===== src/rtl/dram_tst_addr_gen.sv =====
module dram_tst_addr_gen #(
  parameter int XW = 14,
  parameter int YW = 10,
  parameter int DW = 16
) (
  input  logic          clk,
  input  logic          rst_n,
  input  logic [13:0]   instr_i,
  input  logic          instr_vld_i,
  input  logic [DW-1:0] ext_data_i,
  output logic [3:0]    cmd_o,
  output logic [2:0]    bank_o,
  output logic [XW-1:0] xaddr_o,
  output logic [YW-1:0] yaddr_o
);

  typedef enum logic [2:0] {
    AF_INC  = 3'd0,
    AF_DEC  = 3'd1,
    AF_ADDS = 3'd2,
    AF_SUBS = 3'd3,
    AF_ZERO = 3'd4,
    AF_MAX  = 3'd5,
    AF_LDS  = 3'd6,
    AF_HOLD = 3'd7
  } afn_e;

  logic [XW-1:0] x_q, xs_q, x_nxt, xs_nxt;
  logic [YW-1:0] y_q, ys_q, y_nxt, ys_nxt;
  logic          side;
  afn_e          fn;

  assign cmd_o   = instr_i[13:10];
  assign bank_o  = instr_i[9:7];
  assign side    = instr_i[6];
  assign fn      = afn_e'(instr_i[5:3]);
  assign xaddr_o = x_q;
  assign yaddr_o = y_q;

  always_comb begin
    x_nxt  = x_q;
    xs_nxt = xs_q;
    if (instr_vld_i && !side) begin
      case (fn)
        AF_INC:  x_nxt  = x_q + XW'(1);
        AF_DEC:  x_nxt  = x_q - XW'(1);
        AF_ADDS: x_nxt  = x_q + xs_q;
        AF_SUBS: x_nxt  = x_q - xs_q;
        AF_ZERO: x_nxt  = '0;
        AF_MAX:  x_nxt  = '1;
        AF_LDS:  xs_nxt = ext_data_i[XW-1:0];
        default: x_nxt  = x_q;
      endcase
    end
  end

  always_comb begin
    y_nxt  = y_q;
    ys_nxt = ys_q;
    if (instr_vld_i && side) begin
      case (fn)
        AF_INC:  y_nxt  = y_q + YW'(1);
        AF_DEC:  y_nxt  = y_q - YW'(1);
        AF_ADDS: y_nxt  = y_q + ys_q;
        AF_SUBS: y_nxt  = y_q - ys_q;
        AF_ZERO: y_nxt  = '0;
        AF_MAX:  y_nxt  = '1;
        AF_LDS:  ys_nxt = ext_data_i[YW-1:0];
        default: y_nxt  = y_q;
      endcase
    end
  end

  always_ff @(posedge clk or negedge rst_n) begin
    if (!rst_n) begin
      x_q  <= '0;
      xs_q <= '0;
      y_q  <= '0;
      ys_q <= '0;
    end else begin
      x_q  <= x_nxt;
      xs_q <= xs_nxt;
      y_q  <= y_nxt;
      ys_q <= ys_nxt;
    end
  end

  p_idle_hold_r3: assert property (@(posedge clk) disable iff (!rst_n)
    !instr_vld_i |=> $stable(x_q) && $stable(y_q) && $stable(xs_q) && $stable(ys_q));

  p_x_side_keeps_y_r4: assert property (@(posedge clk) disable iff (!rst_n)
    (instr_vld_i && !instr_i[6]) |=> $stable(y_q) && $stable(ys_q));

  p_y_side_keeps_x_r4: assert property (@(posedge clk) disable iff (!rst_n)
    (instr_vld_i && instr_i[6]) |=> $stable(x_q) && $stable(xs_q));

  p_clear_r7: assert property (@(posedge clk) disable iff (!rst_n)
    (instr_vld_i && instr_i[5:3] == 3'd4) |=> (instr_i[6] ? y_q == '0 : x_q == '0) || 1'b1 && ($past(instr_i[6]) ? y_q == '0 : x_q == '0));

  p_max_r7: assert property (@(posedge clk) disable iff (!rst_n)
    (instr_vld_i && instr_i[5:3] == 3'd5) |=> ($past(instr_i[6]) ? &y_q : &x_q));

  p_stride_only_on_load_r8: assert property (@(posedge clk) disable iff (!rst_n)
    (instr_vld_i && instr_i[5:3] != 3'd6) |=> $stable(xs_q) && $stable(ys_q));

  p_load_keeps_addr_r8: assert property (@(posedge clk) disable iff (!rst_n)
    (instr_vld_i && instr_i[5:3] == 3'd6) |=> $stable(x_q) && $stable(y_q));

  p_hold_r9: assert property (@(posedge clk) disable iff (!rst_n)
    (instr_vld_i && instr_i[5:3] == 3'd7) |=> $stable(x_q) && $stable(y_q));

endmodule


===== config.mk =====
export PLATFORM = sky130hd
export DESIGN_NAME = dram_tst_addr_gen
export DESIGN_NICKNAME = d
export VERILOG_FILES = /design/src/rtl/dram_tst_addr_gen.sv
export SDC_FILE = /design/constraint.sdc
export NUM_CORES = 1
export LEC_CHECK = 0
export CAP_MARGIN = 20
export CORE_MARGIN = 5
export CORE_UTILIZATION = 40
export DETAILED_ROUTE_END_ITERATION = 10
export DONT_BUFFER_PORTS = 1
export GPL_TIMING_DRIVEN = 0
export SLEW_MARGIN = 15
export SYNTH_ARGS = -nofsm -noshare
export SYNTH_HDL_FRONTEND = slang
export SYNTH_SLANG_ARGS = --single-unit
export TNS_END_PERCENT = 20

===== constraint.sdc =====
create_clock -name clk -period 7 [get_ports clk]
set_clock_uncertainty 0.2 [all_clocks]
set_input_delay 0 -clock clk [delete_from_list [all_inputs] [get_ports clk]]
set_output_delay 0 -clock clk [all_outputs]
set_load 0.01 [all_outputs]

==> metrics, run 1 <==
Critical Path RT=6.98 ns; crit-path max FO=5; reg2reg end=xaddr_o[13]$_DFFE_PN0P_; fmax=240 MHz; Rows=35; Initial DRC Count=229; layout cell share with drive strength beyond 1=9.09%; CP Cell Sequence=inv_1 > ha_1 > nand2b_1 > or3_1 > or3_1 > nor2_1 > mux2i_1 > a22oi_1 > nor2_1 > ha_1 > a211oi_1 > o21ai_0 > a31oi_1 > o21ai_0 > xor2_1 > mux2i_1 > a221oi_2; pin count of the biggest net entering global routing=49; max-cap violations=0; post-DR vias/cell=5.57; Yosys reg bits=48; # nets final=564; sequential fraction of the synthesis area=31.6%; DP HPWL=7960 µm; vias after detailed routing=3,535; mapped cell area=0.00380 mm²; Worst Path Arrival=4.14 ns; outcome=complete, no violations; GR Layer Usage met1=26.7%; final non-filler cell total=635; first-pass GRT wire length=17,600 µm; Initial DRT Pass Iterations=5; Comb pwr share=45.4%; drt drc=0; Remaining Overflow, GRT=0; PortBufs=0; Switching Power=0.000554 W; grt peak-use layer=met2; Synth area leader=dfrtp_1; final worst slack=2.84 ns; sequential fraction of design power=40.3%; setup bufs post-CTS=0; FF-to-FF path depth=17; critical path endpoint category=flip-flop; yosys warns=0; Syn Inst Count=468; worst rel slew slack=42.9%; met2 Track Usage GR=29.9%; Synth area leaders=dfrtp_1, ha_1, nand2_1; critical path's slowest cell=or3_1; Worst Hold Class=primary input to flip-flop; Int Pwr=0.000704 W; dpl cells=597; H-tree depth=2; Sum Neg Setup Slack=0 ns; fin area=0.00438 mm²; FFs w/ async S/R, synth=100%; Die X=108 µm; total CTS buffers=5; Crit Path Class=flip-flop to flip-flop; Clock Power Share=14.3%; WL/cell=16.8 µm; Worst path max stage delay=0.42 ns; I/O Pins=64; EDFF count, synth=0; vias in the first global route=3,389; startpoint types=flip-flop; RR Startpoint=xs_q[0]$_DFFE_PN0P_; Net Count, Synth=527; Reg clk slew, reported paths=0.10 ns; Power Density=287 mW/mm²; most frequent cells after synthesis=nand2_1, dfrtp_1, nor2_1; Clock Latency Late Sink=0.31 ns; Placed Area=0.00397 mm²; P_leak=1.90 nW; gpl congestion=0.891; post-route clock period utilization=59.5%; CTS max path bufs=2; share of the synthesized area in the top cell type=31.6%; Worst VDD drop=0.0985 mV; Avg Inst Size Synth=8.13 µm²; worst-margin pin slew=0.854 ns; TritonCTS clock tree=yes; Primary FF master, synth=dfrtp_1; Hold Path Sink=ys_q[9]$_DFFE_PN0P_; all-layer global routing usage=19.0%; overall die height=108 µm; Clk Tree Root Cell=clkbuf_8; met3 Track Usage GR=3.66%; Setup-failing EPs final=0; Routed Antenna Nets=0; HP Start=instr_i[4]; R2R setup slack=2.84 ns; unrepaired setup endpoints after global routing=false; fin. max-slew vios=0; Unique masters post-synth=47; antenna violations before repair=0; Initial Util=41.2%; Final Hold Violating Endpoints=0; core area=0.00924 mm²; diode count=0; area grow syn2layout=15.1%; post-placement setup slack=2.86 ns; Switching Fraction=44.0%; Routed Wire Length=10,700 µm; die area=0.0116 mm²; most frequent cell after synthesis=nand2_1; post-route minimum period=4.16 ns; depth of the worst hold-timing path=4; CTS sink count=48
==> cells by family after synthesis <==
| family | count (synthesis) | synth area share (%) |
|---|---|---|
| XOR/XNOR | 12 | 2.76 |
| multiplexers | 33 | 9.34 |
| AO/OA/AOI/OAI | 125 | 20.5 |
| AND/OR/NAND/NOR | 176 | 21.0 |
| buffers and inverters | 48 | 5.85 |
| flip-flops | 48 | 31.6 |
| adder cells (fa/ha/maj) | 26 | 8.94 |
==> stage by stage <==
step	util [%]	hold slack [ns]	total power [W]
2_1_floorplan	-	-0.496	0.000928
3_3_place_gp	42.9	-0.494	0.00105
3_5_place_dp	42.9	-0.494	0.00106
4_1_cts	47.4	0.0118	0.00127
5_1_grt	47.4	0.0471	0.00138
6_report	47.4	0.0261	0.00126
==> flip-flops by register name (all words and copies together) (netlist names) <==
| name | count |
|---|---|
| xaddr_o | 14 |
| xs_q | 14 |
| yaddr_o | 10 |
| ys_q | 10 |
==> final cells by class <==
| cell class | instances | area [µm²] |
|---|---|---|
| Fill cell | 940 | 4860 |
| Multi-Input combinational cell | 372 | 2380 |
| Sequential cell | 48 | 1200 |
| Timing Repair Buffer | 30 | 318 |
| Buffer | 32 | 163 |
| Tap cell | 129 | 161 |
| Clock buffer | 5 | 68.8 |
| Inverter | 16 | 60.1 |
| Clock inverter | 3 | 25.0 |
==> timing repair <==
item / CTS / global route
hold buffers: 30 / 0
hold endpoints to repair: 87 / 0
gates resized for setup: 0 / 0
==> cells in the final DEF, fill, tap and decap left out, types with 4 or more instances in the layout <==
| cell | instances |
|---|---|
| nand3_1 | 9 |
| or4_1 | 6 |
| buf_4 | 9 |
| ha_1 | 24 |
| o21ai_0 | 34 |
| clkbuf_8 | 5 |
| o31ai_1 | 4 |
| xor2_1 | 4 |
| dlygate4sd3_1 | 29 |
| or3_1 | 7 |
| nand2_1 | 74 |
| mux2_2 | 20 |
| nor3_1 | 9 |
| clkbuf_1 | 18 |
| mux2i_1 | 13 |
| nor2_1 | 43 |
| xnor2_1 | 8 |
| a21o_1 | 6 |
| dfrtp_1 | 48 |
| or2_2 | 4 |
| a21oi_1 | 38 |
| a211oi_1 | 4 |
| inv_1 | 16 |
| o311ai_0 | 5 |
| o211ai_1 | 5 |
| nand2b_1 | 9 |
| a22oi_1 | 18 |
==> worst max path at each step <==
stage                        start                       to
6_report       xs_q[0]$_DFFE_PN0P_  xaddr_o[13]$_DFFE_PN0P_
5_1_grt        xs_q[0]$_DFFE_PN0P_  xaddr_o[13]$_DFFE_PN0P_
4_1_cts        xs_q[0]$_DFFE_PN0P_  xaddr_o[13]$_DFFE_PN0P_
3_5_place_dp   xs_q[0]$_DFFE_PN0P_  xaddr_o[13]$_DFFE_PN0P_
3_3_place_gp   xs_q[0]$_DFFE_PN0P_  xaddr_o[13]$_DFFE_PN0P_
2_1_floorplan  xs_q[1]$_DFFE_PN0P_  xaddr_o[13]$_DFFE_PN0P_
==> metal layers <==
metal	part of all wire, %	up-vias
met5	0	-
met4	1.9	0
met3	6.8	17
met2	45	125
met1	46	1644
li1	-	1749
==> worst max-delay path: cells and delay by family, from the launching register on <==
| kind | cells | cell delay (ns) |
|---|---|---|
| flops | 1 | 0.39 |
| xor+xnor | 1 | 0.22 |
| simple gates | 5 | 1.19 |
| compound gates | 6 | 0.95 |
| fa+ha+maj | 2 | 0.48 |
| buf+inv | 1 | 0.14 |
| mux | 2 | 0.46 |
==> power by group through the flow <==
stage | logic [W] | clock network, W | registers (W)
final | 0.000571 | 0.000180 | 0.000508
after CTS | 0.000569 | 0.000189 | 0.000511
after detailed placement | 0.000543 | 0 | 0.000517
after global routing | 0.000654 | 0.000200 | 0.000524
after global placement | 0.000534 | 0 | 0.000514
after floorplan | 0.000453 | 0 | 0.000474
(Power assumes the default switching activity.)
==> run 2, diff against run 1 <==
--- a/config.mk
+++ b/config.mk
@@ -5,6 +5,7 @@
 export SDC_FILE = /design/constraint.sdc
 export NUM_CORES = 1
 export LEC_CHECK = 0
+export ABC_AREA = 1
 export CAP_MARGIN = 20
 export CORE_MARGIN = 5
 export CORE_UTILIZATION = 40
==> constraint.sdc (replaced) <==
create_clock -name clk -period 3.67 [get_ports clk]
set_clock_uncertainty 0.2 [all_clocks]
set_input_delay 0 -clock clk [delete_from_list [all_inputs] [get_ports clk]]
set_output_delay 0 -clock clk [all_outputs]
set_load 0.01 [all_outputs]
==> metrics, run 2 <==
CTS sink count=48; startpoint types=flip-flop; fin area=0.00450 mm²; setup bufs post-CTS=0; Rows=35; H-tree depth=2; TritonCTS clock tree=yes; Power Density=635 mW/mm²; Max Used Layer=met4; CP top delay family=simple AND/OR/NAND/NOR gates; WL/cell=15.4 µm; PortBufs=0; Reg clk slew, reported paths=0.10 ns; I/O Pins=64; total length of routed met2 wires=5020 µm; unrepaired setup endpoints after global routing=false; Metal-1 WL=5140 µm; total CTS buffers=5; Worst Hold Class=primary input to flip-flop; Die X=107 µm; crit-path max FO=5; most frequent cell after synthesis=nand2_1; post-DR vias/cell=5.25; dpl cells=659; diode count=0; Final Hold Violating Endpoints=0; Clock Latency Late Sink=0.32 ns; pin count of the biggest net entering global routing=30; Synth area leader=dfrtp_1; all-layer global routing usage=19.6%; vias after detailed routing=3,722; Crit Path Class=flip-flop to flip-flop; Clk Tree Root Cell=clkbuf_8; most frequent cells in the layout=nand2_1, inv_1, nor2_1, o21ai_0, dfrtp_1; Worst Path Arrival=3.30 ns; critical path endpoint category=flip-flop; die area=0.0115 mm²; fin. max-slew vios=0; Syn Inst Count=530; Primary FF master, synth=dfrtp_1; Clock Power Share=14.7%; Synth area leaders=dfrtp_1, nand2_1, ha_1; critical path's slowest cell=dfrtp_1; max-cap violations=0; buffers plus inverters on the worst setup path=1; WHS=0.0724 ns; Worst VDD drop=0.198 mV; core area=0.00924 mm²; antenna violations before repair=0; DP HPWL=8280 µm; Setup-failing EPs final=0; P_leak=2.10 nW; Routed Antenna Nets=0; layout cell share with drive strength beyond 1=9.66%; gpl congestion=0.871; CTS max path bufs=2; sequential fraction of design power=34.0%; Initial DRC Count=174; Yosys reg bits=48; overall die height=107 µm; fmax=304 MHz; Worst path max stage delay=0.42 ns; drt drc=0; Initial Util=41.1%; Unique masters post-synth=42; Avg Inst Size Synth=7.16 µm²; Comb pwr share=51.3%; Routed Wire Length=10,900 µm; yosys warns=0; Net Count, Synth=589; post-route clock period utilization=89.7%; worst-margin pin slew=0.621 ns; Int Pwr=0.00151 W; EDFF count, synth=0; Remaining Overflow, GRT=0; worst rel slew slack=58.6%; final non-filler cell total=709; area grow syn2layout=18.7%; met3 routed WL=467 µm; sequential fraction of the synthesis area=31.7%; outcome=complete, no violations; most frequent cells after synthesis=nand2_1, inv_1, nor2_1; Placed Area=0.00396 mm²; Switching Power=0.00135 W; first-pass GRT wire length=18,100 µm; post-route minimum period=3.29 ns; Sum Neg Setup Slack=0 ns; mapped cell area=0.00379 mm²; share of the synthesized area in the top cell type=31.7%; FFs w/ async S/R, synth=100%; Initial DRT Pass Iterations=5; Critical Path RT=3.68 ns; Switching Fraction=47.1%; CP Cell Sequence=inv_1 > ha_1 > nand2_1 > nor2_1 > nand2_1 > nor2_1 > a21oi_1 > a221oi_1 > ha_1 > nand2_1 > nor2_1 > a211oi_1 > nand3_1 > or2_2 > nand3_1 > a21oi_1; vias in the first global route=3,728; # nets final=638; commonest non-fill, non-tap cell in the layout=nand2_1
[run 2: changes by cell type in the layout (fill, tap and decap cells not counted), moves of 16 or more]
cell | previous run | this run
nand3_1 | 9 | 36
mux2_2 | 20 | 1
nand2_1 | 74 | 101
inv_1 | 16 | 62
o21ai_0 | 34 | 50
[run 2: per-layer routing]
| metal | GRT usage [%] | vias up |
|---|---|---|
| met1 | 26.5 | 1726 |
| met5 | 0 | - |
| met4 | 7.12 | 0 |
| met2 | 32.0 | 108 |
| met3 | 2.64 | 24 |
| li1 | - | 1864 |
[run 2: path summary, 6_finish.rpt]
kind	from	to	slack, ns	cells past startpoint
max in group asynchronous	rst_n	xaddr_o[13]$_DFFE_PN0P_	2.09	4
min reg2reg	ys_q[8]$_DFFE_PN0P_	ys_q[8]$_DFFE_PN0P_	0.40	2
max reg2reg	xs_q[0]$_DFFE_PN0P_	xaddr_o[12]$_DFFE_PN0P_	0.38	16
min	instr_i[5]	xs_q[11]$_DFFE_PN0P_	0.07	5
max	xs_q[0]$_DFFE_PN0P_	xaddr_o[12]$_DFFE_PN0P_	0.38	16
min in group asynchronous	rst_n	yaddr_o[7]$_DFFE_PN0P_	0.47	3
[run 2: cell families after synthesis]
logic type | synth area share [%]
AO/OA/AOI/OAI | 19.2
XOR/XNOR | 3.23
adder cells (fa/ha/maj) | 8.97
buffers and inverters | 9.59
flip-flops | 31.7
multiplexers | 0.297
AND/OR/NAND/NOR | 27.1
[run 2: area by class of cell]
| class | instances | area [µm²] |
|---|---|---|
| repair buffers | 42 | 433 |
| fillers | 917 | 4740 |
| inverters | 68 | 260 |
| clock buffers | 5 | 68.8 |
| flip-flops and latches | 48 | 1200 |
| plain buffers | 17 | 104 |
| clock inverters | 3 | 46.3 |
| multi-input cells | 397 | 2230 |
| well taps | 129 | 161 |
[run 2: per-stage QoR]
step | setup WS (ns) | util, % | total power (W)
2_1_floorplan | 0.886 | - | 0.00206
3_3_place_gp | 0.461 | 42.8 | 0.00233
3_5_place_dp | 0.388 | 42.8 | 0.00236
4_1_cts | 0.375 | 48.8 | 0.00286
5_1_grt | 0.0206 | 48.7 | 0.00314
6_report | 0.378 | 48.7 | 0.00286
[run 2: what timing repair did]
item                      in CTS  in global routing
hold buffers                  42                  0
resized for setup              0                  0
hold endpoints to repair      97                  0
[run 2: worst min-delay path, delay by kind of cell]
family,cells,cell delay [ns]
AO/OA/AOI/OAI,1,0.07
AND/OR/NAND/NOR,3,0.29
buffers and inverters,1,0.19
[run 2: power by group through the flow]
stage                     Sequential (W)  Combinational [W]  Clock (W)
after floorplan                 0.000918            0.00114          0
after global placement          0.000984            0.00135          0
after detailed placement        0.000986            0.00138          0
after CTS                       0.000974            0.00145   0.000429
after global routing            0.000996            0.00170   0.000443
final                           0.000974            0.00147   0.000421
